$ cat src/rtl/sdram_colgen_pkg.sv
package sdram_colgen_pkg;

  localparam int MODE_W = 12;
  localparam int OFF_W  = 3;  // low column bits used by an 8-beat block

  localparam logic [MODE_W-1:0] MODE_RST = 12'h020;

  typedef struct packed {
    logic [OFF_W-1:0] blk_mask;   // burst length minus one
    logic             full_page;
    logic             interleave;
    logic             wr_single;
    logic [1:0]       cas_lat;
    logic             illegal;
  } mode_dec_t;

  function automatic logic [OFF_W-1:0] code_to_mask(input logic [1:0] code);
    logic [OFF_W:0] t;
    t = ({{OFF_W{1'b0}}, 1'b1} << code) - 1'b1;
    return t[OFF_W-1:0];
  endfunction

endpackage

$ cat src/rtl/colgen_mode_reg.sv
module colgen_mode_reg
  import sdram_colgen_pkg::*;
#(
  parameter int BANK_W = 2
) (
  input  logic                 clk_i,
  input  logic                 rst_ni,
  input  logic                 load_i,
  input  logic [BANK_W-1:0]    bank_i,
  input  logic [MODE_W-1:0]    word_i,
  output mode_dec_t            dec_o
);

  logic [MODE_W-1:0] word_q;
  logic [2:0]        bl;
  logic              bl_ok, cas_ok, op_ok, hi_ok;

  always_ff @(posedge clk_i or negedge rst_ni) begin
    if (!rst_ni)                      word_q <= MODE_RST;
    else if (load_i && bank_i == '0)  word_q <= word_i;
  end

  always_comb begin
    bl     = word_q[2:0];
    bl_ok  = (bl[2] == 1'b0) || (bl == 3'b111 && !word_q[3]);
    cas_ok = (word_q[6:5] == 2'b01);
    op_ok  = (word_q[8:7] == 2'b00);
    hi_ok  = (word_q[11:10] == 2'b00);

    dec_o.blk_mask   = code_to_mask(bl[1:0]);
    dec_o.full_page  = (bl == 3'b111);
    dec_o.interleave = word_q[3];
    dec_o.wr_single  = word_q[9];
    dec_o.cas_lat    = {1'b1, word_q[4]};
    dec_o.illegal    = !(bl_ok && cas_ok && op_ok && hi_ok);
  end

endmodule

$ cat src/rtl/colgen_burst_ctl.sv
module colgen_burst_ctl
  import sdram_colgen_pkg::*;
#(
  parameter int COL_W = 9
) (
  input  logic               clk_i,
  input  logic               rst_ni,
  input  mode_dec_t          dec_i,
  input  logic               start_i,
  input  logic [COL_W-1:0]   start_col_i,
  input  logic               start_wr_i,
  input  logic               term_i,
  output logic               active_o,
  output logic               full_o,
  output logic               ilv_o,
  output logic [OFF_W-1:0]   mask_o,
  output logic [COL_W-1:0]   col0_o,
  output logic [COL_W-1:0]   cnt_o,
  output logic               last_o
);

  logic             accept, single;
  logic             active_q, full_q, ilv_q;
  logic [OFF_W-1:0] mask_q;
  logic [COL_W-1:0] col0_q, cnt_q;

  assign accept = start_i && !dec_i.illegal;
  assign single = start_wr_i && dec_i.wr_single;
  assign last_o = active_q && !full_q && (cnt_q[OFF_W-1:0] == mask_q);

  always_ff @(posedge clk_i or negedge rst_ni) begin
    if (!rst_ni) begin
      active_q <= 1'b0;
      full_q   <= 1'b0;
      ilv_q    <= 1'b0;
      mask_q   <= '0;
      col0_q   <= '0;
      cnt_q    <= '0;
    end else if (accept) begin
      active_q <= 1'b1;
      full_q   <= dec_i.full_page && !single;
      ilv_q    <= dec_i.interleave;
      mask_q   <= single ? '0 : dec_i.blk_mask;
      col0_q   <= start_col_i;
      cnt_q    <= '0;
    end else if (active_q) begin
      if (term_i || last_o) active_q <= 1'b0;
      else                  cnt_q    <= cnt_q + 1'b1;
    end
  end

  assign active_o = active_q;
  assign full_o   = full_q;
  assign ilv_o    = ilv_q;
  assign mask_o   = mask_q;
  assign col0_o   = col0_q;
  assign cnt_o    = cnt_q;

endmodule

$ cat src/rtl/colgen_addr_map.sv
module colgen_addr_map
  import sdram_colgen_pkg::*;
#(
  parameter int COL_W = 9
) (
  input  logic               full_i,
  input  logic               ilv_i,
  input  logic [OFF_W-1:0]   mask_i,
  input  logic [COL_W-1:0]   col0_i,
  input  logic [COL_W-1:0]   cnt_i,
  output logic [COL_W-1:0]   col_o
);

  logic [OFF_W-1:0] off_seq, off_ilv, off_sel;
  logic [COL_W-1:0] blk_col, page_col;

  assign off_seq  = col0_i[OFF_W-1:0] + cnt_i[OFF_W-1:0];
  assign off_ilv  = col0_i[OFF_W-1:0] ^ cnt_i[OFF_W-1:0];
  assign off_sel  = ilv_i ? off_ilv : off_seq;
  assign page_col = col0_i + cnt_i;

  // masked low bits step, unmasked low bits and upper bits hold the block
  for (genvar b = 0; b < COL_W; b++) begin : g_bit
    if (b < OFF_W) begin : g_low
      assign blk_col[b] = mask_i[b] ? off_sel[b] : col0_i[b];
    end else begin : g_high
      assign blk_col[b] = col0_i[b];
    end
  end

  assign col_o = full_i ? page_col : blk_col;

endmodule

$ cat src/rtl/sdram_burst_colgen.sv
module sdram_burst_colgen
  import sdram_colgen_pkg::*;
#(
  parameter int COL_W  = 9,
  parameter int BANK_W = 2
) (
  input  logic               clk_i,
  input  logic               rst_ni,
  input  logic               mode_load_i,
  input  logic [BANK_W-1:0]  mode_bank_i,
  input  logic [MODE_W-1:0]  mode_word_i,
  input  logic               start_i,
  input  logic [COL_W-1:0]   start_col_i,
  input  logic               start_wr_i,
  input  logic               term_i,
  output logic [COL_W-1:0]   col_o,
  output logic               col_valid_o,
  output logic               col_last_o,
  output logic [1:0]         cas_lat_o,
  output logic               mode_illegal_o
);

  mode_dec_t        dec;
  logic             active, full, ilv;
  logic [OFF_W-1:0] mask;
  logic [COL_W-1:0] col0, cnt;

  colgen_mode_reg #(.BANK_W(BANK_W)) u_mode (
    .clk_i  (clk_i),
    .rst_ni (rst_ni),
    .load_i (mode_load_i),
    .bank_i (mode_bank_i),
    .word_i (mode_word_i),
    .dec_o  (dec)
  );

  colgen_burst_ctl #(.COL_W(COL_W)) u_ctl (
    .clk_i       (clk_i),
    .rst_ni      (rst_ni),
    .dec_i       (dec),
    .start_i     (start_i),
    .start_col_i (start_col_i),
    .start_wr_i  (start_wr_i),
    .term_i      (term_i),
    .active_o    (active),
    .full_o      (full),
    .ilv_o       (ilv),
    .mask_o      (mask),
    .col0_o      (col0),
    .cnt_o       (cnt),
    .last_o      (col_last_o)
  );

  colgen_addr_map #(.COL_W(COL_W)) u_map (
    .full_i (full),
    .ilv_i  (ilv),
    .mask_i (mask),
    .col0_i (col0),
    .cnt_i  (cnt),
    .col_o  (col_o)
  );

  assign col_valid_o    = active;
  assign mode_illegal_o = dec.illegal;
  assign cas_lat_o      = dec.illegal ? 2'd0 : dec.cas_lat;

endmodule

$ cat config.mk
export PLATFORM = sky130hd
export DESIGN_NAME = sdram_burst_colgen
export DESIGN_NICKNAME = d
export VERILOG_FILES = /design/src/rtl/sdram_colgen_pkg.sv /design/src/rtl/colgen_mode_reg.sv /design/src/rtl/colgen_burst_ctl.sv /design/src/rtl/colgen_addr_map.sv /design/src/rtl/sdram_burst_colgen.sv
export SDC_FILE = /design/constraint.sdc
export NUM_CORES = 1
export LEC_CHECK = 0
export BUFFER_PORTS_ARGS = -buffer_cell sky130_fd_sc_hd__buf_4
export CAP_MARGIN = 20
export CORE_UTILIZATION = 41
export CTS_BUF_LIST = sky130_fd_sc_hd__clkbuf_8 sky130_fd_sc_hd__clkbuf_16
export DETAILED_ROUTE_END_ITERATION = 10
export PLACE_DENSITY_LB_ADDON = 0.12
export SETUP_SLACK_MARGIN = 0.05
export SYNTH_ARGS = -nofsm -noshare
export SYNTH_HDL_FRONTEND = slang
export SYNTH_SLANG_ARGS = --single-unit
$ cat constraint.sdc
create_clock -name clk_i -period 2.45 [get_ports clk_i]
set_input_delay 0.6125 -clock clk_i [delete_from_list [all_inputs] [get_ports clk_i]]
set_output_delay 0.6125 -clock clk_i [all_outputs]
set_load 0.005 [all_outputs]
Word level (Yosys, flattened, before mapping)
Index checks and enable logic that the tools add are counted.
- add/subtract/negate cells: 4
- multipliers: 0
- div/mod/pow operators: 0
- $lt $le $gt $ge: 0
- equality and inequality tests: 4
- shift operators: 1
- mux-type cells: 13
- bitwise operators: 2
- reductions and logical operators: 21
- operators by type and width (operator ; number):
    $mux W9 ; 4
    $logic_and A1 B1 Y1 ; 10
    $add A9 B1 Y9 const B ; 1
    $add A9 B9 Y9 ; 1
    $logic_not A2 Y1 ; 3
    $mux W1 ; 6
    $mux W3 ; 2
    $logic_not A1 Y1 ; 4
    $add A3 B3 Y3 ; 1
    $eq A3 B3 Y1 ; 1
    $eq A3 B3 Y1 const B ; 1
    $shl A1 B2 Y3 const A ; 1
    $sub A3 B1 Y3 const B ; 1
    $xor A3 B3 Y3 ; 1
    $eq A2 B1 Y1 const B ; 1
    $logic_or A1 B1 Y1 ; 2
    $mux W2 ; 1
    $ne A2 B1 Y1 const B ; 1
    $reduce_and A2 Y1 ; 1
    $reduce_bool A2 Y1 ; 1
    $not A1 Y1 ; 1
- flip-flop bits (word level): 36
- latch bits: 0
- memory bits (writable): 0
- memory bits (read-only): 0
- input bits: 29
- output and inout port bits: 14
- word-level logic and storage cells: 52
- memories kept: 0

Longest topological paths before layout
- depth in word-level cells: 9
- depth in mapped cells: 7
- gate-level depth less buffers: 7

Hierarchy
Synthesis repeated with hierarchy kept, for this count alone.
- cells, all modules: 229
- area, all modules: 2238.4 µm²
- by module, submodules not included (module ; times used ; cells each ; area an instance (µm²) ; seq. area each (µm²)):
    colgen_burst_ctl ; 1 ; 110 ; 1124.8 ; 600.6
    colgen_addr_map ; 1 ; 79 ; 564.3 ; 0.0
    colgen_mode_reg ; 1 ; 38 ; 536.8 ; 301.5
    sdram_burst_colgen ; 1 ; 2 ; 12.5 ; 0.0

Worst setup path before layout
No wires, ideal clock.
- path kind: register -> output
- start: reg u_ctl.cnt_q[0] (netlist: u_ctl.cnt_o[0])
- end: out col_o[8]
- arrival: 1997 ps
- data required time: 1837 ps
- setup slack: -159 ps
- stages on the path, launching flop included: 8
- buffers on the path: 0
- path through: dfrtp_1 -> ha_1 -> fa_1 -> a21oi_1 -> o22ai_1 -> o41ai_1 -> xnor2_1 -> o32ai_1
- longest elaborated chain between the ends: 2
- RTL lines (what ; line ; RTL):
    start, declared ; colgen_burst_ctl.sv:25 ; logic [COL_W-1:0] col0_q, cnt_q;
    start signal, assigned ; colgen_burst_ctl.sv:48 ; else cnt_q <= cnt_q + 1'b1;
    $add A9 B9 Y9 ; colgen_addr_map.sv:20 ; assign page_col = col0_i + cnt_i;
    $mux W9 ; colgen_addr_map.sv:31 ; assign col_o = full_i ? page_col : blk_col;
    end, declared ; sdram_burst_colgen.sv:16 ; output logic [COL_W-1:0] col_o,
Every way passes these cells.

Final worst setup path
Same ends and word-level chain as after synthesis.

==> results by group <==
STA
  – TNS Setup: -1620 ps
  – Finish-stage setup viols: 7
  – Worst-Margin Slew: 462 ps
  – Final slew viol count: 0
  – Fin crit share: 118%
  – Hold slack: 274 ps
  – Clock period minus worst slack: 2890 ps
  – Hold Vio Cnt, Final: 0
  – Setup ws final: -438 ps
  – Slew margin rel.: 69.2%
  – RSZ-0062 raised after global routing: yes
  – Setup Skew: 8.02 ps
  – Max Freq: 346 MHz

Detailed routing
  – Antenna Nets Post-Route: 0
  – Total number of vias: 1735
  – Metal3 WL: 138 um
  – Final WL: 4.48 mm
  – Wire length on met1: 2.06 mm
  – Avg Vias per Cell: 4.96
  – Top sig layer: met4
  – WL per Instance: 12.8 um
  – Detailed Routing Iterations Pass 1: 4
  – Drt first-iter violations: 43
  – Met2 wire len: 2.21 mm
  – DRC Markers: 0

Worst setup path
  – CP arrival: 2280 ps
  – CP max stage cell: dfrtp_1
  – Crit path max fanout: 2
  – CP Capture Type: output pin
  – Crit path launch type: register
  – Worst path cell trace: ha_2, fa_2, a21oi_4, o22ai_1, o41ai_2, xnor2_1, o32ai_1, buf_4
  – Worst path required time: 1840 ps
  – WS Path Type: register to output pin
  – Max incr delay on CP: 380 ps

Final layout
  – Sequential cell area: 902 sq um
  – Area Growth Syn to Fin: 34.0%
  – Area occupied by multi-input gates: 1150 sq um
  – # nets final: 321
  – Fill cells: 442
  – Util after Layout: 57.7%
  – Finished Layout Cells: 350
  – Ant diodes: 0
  – Share of post-route cells with drive strength above 1: 36.0%
  – Post-Layout Inst Area: 2760 sq um

Synth
  – Largest family of logic cells by synthesized area: simple AND/OR/NAND/NOR gates
  – Post-synth EDFFs: 0
  – Post-synthesis mux area share: 9.77%
  – Fraction of the mapped netlist area in adder cells: 6.43%
  – Post-Synthesis Cells: 215
  – Synth Cell Area: 2060 sq um
  – Mapped Avg Cell Area: 9.59 sq um
  – Top_reg_cell synth: dfrtp_1
  – Yosys warns: 0
  – Compound-Gate Fraction of Synth Area: 11.4%
  – XOR/XNOR Fraction of Synth Area: 7.22%
  – Ys async rst share: 100%
  – Post-synthesis simple-gate area fraction: 18.4%
  – Post-synth net total: 254
  – Distinct cells, synth: 38
  – Post-synthesis sequential area ratio: 43.7%
  – Yosys reg bits: 36

Clock tree
  – TritonCTS Buffers: 5
  – Root Driver: clkbuf_8
  – Clock Pin Slew Worst Setup and Hold Paths: 80 ps
  – Clock Sinks: 36
  – Clock buffer depth: 2
  – CTS tree: done
  – H-tree levels: 2
  – Clk_lat worst skew: 290 ps

GRT
  – Vias in the first global route: 1662
  – Total gr overflow: 0
  – Global-route wire length before repair: 7.56 mm
  – Initial antenna violation count: 0
  – Total track usage: 19.1%
  – Largest net degree at the start of global routing: 37

Flow run
  – MaxCap Viol Count: 0

Floorplan
  – Die area: 5320 sq um
  – Core area: 4790 sq um
  – Cell row count: 25
  – Starting Density: 43.1%
  – Die X: 72.9 um
  – Chip Height: 72.9 um
  – # IOs: 43

Place
  – Placed Area: 2600 sq um
  – Gpl congestion: 0.786
  – Post-place setup slack: -141 ps
  – Port Buffers: 42
  – DP Wirelength: 3.27 mm
  – Dpl cells: 338

Power
  – Sequential share of power: 39.7%
  – Leakage: 1.33 nW
  – Net Switching: 0.713 mW
  – Switching Fraction: 32.8%
  – Int Pwr: 1.46 mW
  – Power consumption: 2.18 mW
  – VDD IR max: 0.408 mV
  – Pwr Density: 788 nW/um^2
  – Combinational Power Share: 38.7%
  – Clock Power Share: 21.6%

Outcome
  – Status: complete, but fails checks
  – Failing checks: negative setup slack

Min path
  – Hold Crit Class: input port to asynchronous set/reset pin
## routing by layer
layer,global-route usage [%],vias up
met5,0,-
met4,8.28,0
met3,4.01,7
met2,32.7,36
met1,23.2,807
li1,-,885
## kinds of logic after synthesis
family                     Yosys count
and+or+nand+nor                     85
DFF                                 36
buffers and inverters               14
adders and majority gates           10
xor gates and xnor gates            17
AOI/OAI and AO/OA                   35
muxes                               18
## area by class of cell
cell class	instances	area share, %
multi-input combinational	165	41.7
clock inverter	1	0.136
timing repair buffer	65	17.8
inverter	9	1.22
tap	67	3.03
sequential	36	32.7
clock buffer	7	3.49
## cell usage after synthesis, drive strengths merged (2+ instances only)
library cell / n / share of area, %
o41ai: 2 / 0.85
nand2b: 2 / 0.61
ha: 9 / 5.5
nand4: 3 / 0.91
o32ai: 2 / 0.85
nor3: 4 / 0.97
mux2: 17 / 9.3
and2: 2 / 0.61
nor4: 3 / 0.91
xnor2: 10 / 4.2
a21oi: 11 / 2.7
dfrtp: 35 / 42
o22ai: 3 / 0.91
inv: 9 / 1.6
buf: 4 / 1.2
nand2: 49 / 9.0
nand3: 5 / 1.2
o211ai: 2 / 0.73
nor2: 12 / 2.2
xor2: 7 / 3.0
o21ai: 10 / 2.4
## path summary, 6_finish.rpt
| kind | start | to | slack [ps] | cells after the start |
|---|---|---|---|---|
| setup / recovery | u_ctl.cnt_o[0] | col_o[8] | -440 | 8 |
| hold / removal | rst_ni | u_ctl.cnt_o[4] | 270 | 1 |
| setup reg to reg | u_mode.word_q[5] | u_ctl.mask_o[2] | 400 | 6 |
| hold reg to reg | u_mode.word_q[4] | u_mode.word_q[4] | 500 | 1 |
| max in group asynchronous | rst_ni | u_mode.word_q[5] | 1830 | 1 |
| min in group clk_i | u_mode.word_q[4] | u_mode.word_q[4] | 500 | 1 |
## power groups by stage
stage / clock network (mW) / registers, mW / logic, mW
global placement: 0 / 0.873 / 0.782
floorplan: 0 / 0.855 / 0.440
global route: 0.506 / 0.886 / 0.939
detailed placement: 0 / 0.876 / 0.783
finish: 0.471 / 0.864 / 0.843
CTS: 0.490 / 0.865 / 0.838
## state kept, by name, indices dropped and copies added, names as in the netlist
register / count
u_ctl.active_o: 1
u_ctl.cnt_o: 9
u_ctl.col0_o: 9
u_ctl.full_o: 1
u_ctl.ilv_o: 1
u_ctl.mask_o: 3
u_mode.word_q: 12
## cell usage in the layout, fill, tap and decap left out, drive strengths merged, types with 2 or more instances in the layout
cell and instances:
nand4 3, mux2 17, o211ai 2, o32ai 2, and2 2, inv 10
nor3 4, nor4 3, ha 9, o21ai 10, o41ai 2, xnor2 10
nand3 5, buf 65, nor2 12, nand2b 2, dfrtp 35, clkbuf 7
a21oi 11, o22ai 3, nand2 49, xor2 7
## critical path: cells and delay by family, from the launching register on
kind	cells	cell delay [ps]
xor gates and xnor gates	1	100
buffers and inverters	1	150
AOI/OAI and AO/OA	4	780
DFF	1	380
adders and majority gates	2	570
## what timing repair did
action                     4_1_cts  5_1_grt
resized for setup                7        2
pin swaps                        2        2
buffers inserted                 3        1
setup endpoints to repair        9        9
hold buffers                     0        0
(Power assumes the default switching activity.)
